<file path="src/rtl/sram_pkg.sv">
package sram_pkg;

  typedef enum logic [1:0] {
    MODE_DESEL  = 2'd0,
    MODE_WRITE  = 2'd1,
    MODE_READ   = 2'd2,
    MODE_OUTOFF = 2'd3
  } sramMode_e;

  typedef struct packed {
    logic capture;
    logic commit;
    logic readEn;
    logic wide;
  } dpStrobes_t;

endpackage

</file>
<file path="src/rtl/sram_ctrl.sv">
module sram_ctrl
  import sram_pkg::*;
(
  input  logic       clk,
  input  logic       rstN,
  input  logic       csN,
  input  logic       weN,
  input  logic       oeN,
  input  logic       wideMode,
  output dpStrobes_t strobes
);

  logic selS, wrS, oeActS, wideS;
  logic overlapPrev;
  logic overlapNow;
  sramMode_e mode;

  always_ff @(posedge clk or negedge rstN) begin
    if (!rstN) begin
      selS        <= 1'b0;
      wrS         <= 1'b0;
      oeActS      <= 1'b0;
      wideS       <= 1'b0;
      overlapPrev <= 1'b0;
    end else begin
      selS        <= ~csN;
      wrS         <= ~weN;
      oeActS      <= ~oeN;
      wideS       <= wideMode;
      overlapPrev <= overlapNow;
    end
  end

  always_comb begin
    if (!selS)       mode = MODE_DESEL;
    else if (wrS)    mode = MODE_WRITE;
    else if (oeActS) mode = MODE_READ;
    else             mode = MODE_OUTOFF;
  end

  assign overlapNow = (mode == MODE_WRITE);

  always_comb begin
    strobes.capture = overlapNow;
    strobes.commit  = overlapPrev & ~overlapNow;
    strobes.readEn  = (mode == MODE_READ);
    strobes.wide    = wideS;
  end

endmodule

</file>
<file path="src/rtl/sram_datapath.sv">
module sram_datapath
  import sram_pkg::*;
#(
  parameter int ADDR_W = 10,
  parameter int ROW_W  = 4
) (
  input  logic              clk,
  input  logic              rstN,
  input  logic [ADDR_W-1:0] addr,
  input  logic [3:0]        dIn,
  input  dpStrobes_t        strobes,
  output logic [3:0]        qData,
  output logic              qOe
);

  localparam int COL_W = ADDR_W - ROW_W;
  localparam int ROWS  = 1 << ROW_W;
  localparam int COLS  = 1 << COL_W;

  logic [ADDR_W-1:0] addrS;
  logic [3:0]        dinS;
  logic [ADDR_W-1:0] holdLin;
  logic [3:0]        holdDin;
  logic              holdWide;
  logic [ADDR_W-1:0] baseLin;
  logic [3:0]        laneBit;

  logic [COLS-1:0] arr [ROWS];

  always_ff @(posedge clk or negedge rstN) begin
    if (!rstN) begin
      addrS <= '0;
      dinS  <= '0;
    end else begin
      addrS <= addr;
      dinS  <= dIn;
    end
  end

  assign baseLin = strobes.wide ? {addrS[ADDR_W-3:0], 2'b00} : addrS;

  always_ff @(posedge clk or negedge rstN) begin
    if (!rstN) begin
      holdLin  <= '0;
      holdDin  <= '0;
      holdWide <= 1'b0;
    end else if (strobes.capture) begin
      holdLin  <= baseLin;
      holdDin  <= dinS;
      holdWide <= strobes.wide;
    end
  end

  always_ff @(posedge clk) begin
    if (strobes.commit) begin
      if (holdWide) begin
        for (int k = 0; k < 4; k++) begin
          arr[holdLin[ADDR_W-1:COL_W]][{holdLin[COL_W-1:2], 2'(k)}] <= holdDin[k];
        end
      end else begin
        arr[holdLin[ADDR_W-1:COL_W]][holdLin[COL_W-1:0]] <= holdDin[0];
      end
    end
  end

  for (genvar g = 0; g < 4; g++) begin : gLane
    logic [ADDR_W-1:0] laneLin;
    logic              storedBit;
    logic              hit;
    logic              fwdBit;

    assign laneLin   = strobes.wide ? {addrS[ADDR_W-3:0], 2'(g)} : addrS;
    assign storedBit = arr[laneLin[ADDR_W-1:COL_W]][laneLin[COL_W-1:0]];
    assign hit       = strobes.commit &&
                       (holdWide ? (laneLin[ADDR_W-1:2] == holdLin[ADDR_W-1:2])
                                 : (laneLin == holdLin));
    assign fwdBit    = holdWide ? holdDin[laneLin[1:0]] : holdDin[0];
    assign laneBit[g] = hit ? fwdBit : storedBit;
  end

  always_ff @(posedge clk or negedge rstN) begin
    if (!rstN) begin
      qOe   <= 1'b0;
      qData <= '0;
    end else begin
      qOe <= strobes.readEn;
      if (!strobes.readEn)   qData <= '0;
      else if (strobes.wide) qData <= laneBit;
      else                   qData <= {3'b000, laneBit[0]};
    end
  end

endmodule

</file>
<file path="src/rtl/dual_org_sram.sv">
module dual_org_sram
  import sram_pkg::*;
#(
  parameter int ADDR_W = 10,
  parameter int ROW_W  = 4
) (
  input  logic              clk,
  input  logic              rstN,
  input  logic [ADDR_W-1:0] addr,
  input  logic              csN,
  input  logic              weN,
  input  logic              oeN,
  input  logic              wideMode,
  input  logic [3:0]        dIn,
  output logic [3:0]        qData,
  output logic              qOe
);

  dpStrobes_t strobes;

  sram_ctrl ctrl_i (
    .clk      (clk),
    .rstN     (rstN),
    .csN      (csN),
    .weN      (weN),
    .oeN      (oeN),
    .wideMode (wideMode),
    .strobes  (strobes)
  );

  sram_datapath #(.ADDR_W(ADDR_W), .ROW_W(ROW_W)) dp_i (
    .clk     (clk),
    .rstN    (rstN),
    .addr    (addr),
    .dIn     (dIn),
    .strobes (strobes),
    .qData   (qData),
    .qOe     (qOe)
  );

endmodule

</file>
<file path="config.mk">
export PLATFORM = sky130hd
export DESIGN_NAME = dual_org_sram
export DESIGN_NICKNAME = d
export VERILOG_FILES = /design/src/rtl/sram_pkg.sv /design/src/rtl/sram_ctrl.sv /design/src/rtl/sram_datapath.sv /design/src/rtl/dual_org_sram.sv
export SDC_FILE = /design/constraint.sdc
export NUM_CORES = 2
export LEC_CHECK = 0
export BUFFER_PORTS_ARGS = -buffer_cell sky130_fd_sc_hd__buf_4
export CAP_MARGIN = 10
export CELL_PAD_IN_SITES_DETAIL_PLACEMENT = 1
export CELL_PAD_IN_SITES_GLOBAL_PLACEMENT = 1
export CORE_MARGIN = 1
export CORE_UTILIZATION = 30
export DETAILED_ROUTE_END_ITERATION = 10
export GPL_TIMING_DRIVEN = 0
export MAX_ROUTING_LAYER = met4
export PLACE_DENSITY_LB_ADDON = 0.1
export RECOVER_POWER = 100
export SETUP_SLACK_MARGIN = 0.4
export SLEW_MARGIN = 10
export SYNTH_ARGS = -nofsm -noshare
export SYNTH_HDL_FRONTEND = slang
export SYNTH_SLANG_ARGS = --single-unit
</file>
<file path="constraint.sdc">
create_clock -name clk -period 4.6 [get_ports clk]
set_input_delay 1.15 -clock clk [delete_from_list [all_inputs] [get_ports clk]]
set_output_delay 1.15 -clock clk [all_outputs]
set_load 0.05 [all_outputs]
</file>
==> impl_metrics.csv <==
group,metric,value,unit
power,swShare,31.77,%
critical_path,reg2reg_to,"dp_i.arr[15][52]",
global_route,grt_usage,38.45,%
worst_hold_path,hold_class,"primary input to flop",
routing,ant_nets,0,
place,dp_hpwl,231200,um
routing,via_per_inst,6.062,
cts,clockBufferDepth,3,
logic_synthesis,netlist_area,52050,um2
power,p_seq_share,41.8,%
sta,setup_tns,0,ns
power,p_switching,8377,uW
cts,postCtsHoldBufs,0,
run_status,violations,"capacitance limit, slew limit",
power,finalPower,26370,uW
die,coreArea,171900,um2
die,die_h,418.5,um
routing,wirelength,328800,um
logic_synthesis,syn-instance-count,4529,
logic_synthesis,syn_nets,4549,
sta,fmax,222.6,MHz
routing,firstDrtPassIters,6,
logic_synthesis,synthFlopType,"edfxtp_1",
power,power_frac_comb,19.1,%
logic_synthesis,yosys_register_bits,1063,
flow_run,maxCapViolCount,12,
critical_path,r2r_setup_slack,0.11,ns
layout,drive_gt1_share,17.46,%
worst_hold_path,hp-start,"addr[3]",
power,clockPowerShare,39.1,%
global_route,grt_max_degree,77,
logic_synthesis,ys_warn_count,0,
logic_synthesis,synth_seq_area_share,60.96,%
global_route,grt-ovfl-total,0,
sta,rsz0062_at_grt,"true",
cts,clkSinkCount,1063,
power,leakagePower,0.01996,uW
critical_path,cp.required,5.11,ns
critical_path,crit_type,"flop to flop",
critical_path,cp-start-kind,"flop",
layout,final_util,36.66,%
sta,finalHoldViolCount,0,
logic_synthesis,syn_area_per_cell,11.49,um2
power,ir_worst_vdd,0.0004363,V
routing,drc,0,
global_route,first_global_vias,42200,
place,port-buffer-count,24,
critical_path,path_max_fanout,10,
layout,syn_to_final_growth,21.11,%
place,place_congestion,1.077,
critical_path,end_kind,"flop",
cts,path_clk_slew,0.06,ns
cts,root_buffer,"clkbuf_16",
die,initial_core_util,30.27,%
die,die_x,418.5,um
power,p_int,17990,uW
sta,fin_skew,0.02777,ns
cts,cts_made_buffers,132,
worst_hold_path,min_to,"dp_i.addrS[3]",
layout,fillers,18580,
sta,fin_crit,4.493,ns
critical_path,crit_arrival,5.00,ns
power,p_per_area,418.3,nW/um2
run_status,status,"complete, but fails checks",
layout,multi_input_area,19410,um2
cts,cts_tree,"built",
routing,vias,43900,
sta,finalSetupViolations,0,
sta,relSlewSlack,-103.9,%
cts,insertion_delay,0.84,ns
logic_synthesis,synthArstFlopShare,3.669,%
die,die-area,175200,um2
die,row_count,152,
routing,wl_per_cell,45.40,um
logic_synthesis,synth_edf_count,1024,
sta,drv_slew,136,
routing,first_iter_violations,6102,
critical_path,timing.rr.start,"ctrl_i.selS",
critical_path,reg2reg_depth,7,
layout,fin_nets,4826,
sta,period_share,97.67,%
die,io_pins,25,
global_route,grt_pass1_wl,424000,um
layout,seq_area,31730,um2
sta,tightest_slew,3.058,ns
place,place_area,56150,um2
worst_hold_path,min_path_cells,1,
logic_synthesis,synth_cell_types,86,
layout,postLayoutCellArea,63030,um2
cts,htreeDepth,4,
global_route,grt_antenna_before_repair,38,
state kept, by name, summed over array words and instances, names as in the netlist:
name and count:
dp_i.holdLin 10, dp_i.qOe 1, dp_i.addrS 10, ctrl_i.oeActS 1, ctrl_i.wrS 1, dp_i.qData 4
ctrl_i.wideS 1, ctrl_i.overlapPrev 1, dp_i.arr 1024, dp_i.holdDin 4, dp_i.dinS 4, ctrl_i.selS 1
dp_i.holdWide 1
logic make-up after synthesis:
| family | Yosys count | synth area share, % |
|---|---|---|
| simple gates | 2121 | 16.65 |
| xor+xnor | 12 | 0.2019 |
| compound gates | 503 | 6.787 |
| buf+inv | 408 | 3.681 |
| mux | 422 | 11.72 |
| flops | 1063 | 60.96 |
worst max-delay path by stage:
stage                            end  slack (ns)       startpoint
floorplan              dp_i.qData[2]        0.43  dp_i.holdDin[0]
global placement    dp_i.arr[11][17]       -4.56  dp_i.holdDin[0]
detailed placement     dp_i.qData[3]       -2.67    dp_i.addrS[5]
CTS                    dp_i.qData[3]        0.15    dp_i.addrS[4]
global route           dp_i.qData[1]        0.24     ctrl_i.wideS
finish              dp_i.arr[15][52]        0.11      ctrl_i.selS
through the flow:
stage | hold slack, ns | setup WS, ns | std cells
finish | 0.4524 | 0.1072 | 7242
global placement | 0.4749 | -4.565 | 6863
CTS | 0.3840 | 0.1469 | 7190
detailed placement | 0.4788 | -2.670 | 6905
global route | 0.4272 | 0.2394 | 7232
floorplan | 0.4556 | 0.4272 | 4529
layout make-up:
type	count	share of cell area (%)
Sequential cell	1063	50.34
Multi-Input combinational cell	3058	30.80
Clock buffer	173	5.584
Buffer	395	5.068
Tap cell	2310	4.585
Timing Repair Buffer	145	2.561
Clock inverter	59	0.8853
Antenna cell	28	0.1112
Inverter	11	0.06550
repair_timing:
action,in CTS,in global routing
gates resized for setup,444,146
hold endpoints to repair,0,0
buffers inserted,55,24
pin swaps,22,21
setup endpoints to repair,345,12
synth_stat cells (12+ instances only):
cell / count / area [um2]
nor2_1: 1150 / 4317
edfxtp_1: 1024 / 30750
nand2_1: 603 / 2263
clkbuf_1: 248 / 930.9
mux2i_1: 197 / 1972
nand3_1: 183 / 915.9
mux4_2: 133 / 2995
a21oi_1: 112 / 560.5
buf_2: 98 / 490.5
mux2_2: 83 / 934.7
o21ai_0: 51 / 255.2
nor3_1: 50 / 250.2
a22oi_1: 46 / 345.3
nand4_1: 40 / 250.2
dfrtp_1: 39 / 975.9
a31oi_1: 32 / 200.2
a211oi_1: 28 / 210.2
a32oi_1: 28 / 245.2
o211ai_1: 28 / 210.2
o22ai_1: 23 / 143.9
buf_4: 17 / 127.6
nor2b_1: 16 / 100.1
a2111oi_0: 15 / 131.4
buf_1: 15 / 56.30
a311oi_1: 13 / 113.9
or3_1: 13 / 81.33
a22o_1: 12 / 105.1
xnor2_1: 12 / 105.1
layer usage:
layer	global-route usage (%)	wire length (um)	vias up	part of all wire [%]
met1	48.38	131400	23330	40
met3	8.655	29990	821	9.1
li1	-	-	17120	-
met4	24.78	26430	0	8.0
met5	-	0	-	0
met2	55.62	140900	2628	43
critical path, stage by stage, from the launching register on:
cell and delay (ns):
dfrtp_1 0.37, nand2_1 0.15, nand2_1 0.20, or3_1 0.48
o21ai_1 1.57, nand2_1 0.60, clkbuf_1 0.51, nor2_1 0.26
power by group through the flow:
| stage | clock, uW | sequential [uW] | combinational [uW] |
|---|---|---|---|
| floorplan | 0 | 11200 | 1760 |
| global placement | 0 | 11400 | 4200 |
| detailed placement | 0 | 11200 | 4410 |
| CTS | 10400 | 11000 | 4770 |
| global route | 10700 | 11000 | 4970 |
| finish | 10300 | 11000 | 5040 |
placed cells by master (no fill, tap or decap), types with 41 or more instances in the layout:
| cell type | instances |
|---|---|
| nor2_1 | 1116 |
| edfxtp_1 | 1024 |
| nand2_1 | 590 |
| clkbuf_1 | 236 |
| nand3_1 | 178 |
| mux2i_1 | 175 |
| mux4_2 | 134 |
| clkbuf_16 | 134 |
| a21oi_1 | 109 |
| buf_4 | 96 |
| buf_6 | 53 |
| mux2_1 | 49 |
| a22oi_1 | 45 |
| buf_12 | 41 |
| clkbuf_4 | 41 |
(Power assumes the default switching activity.)
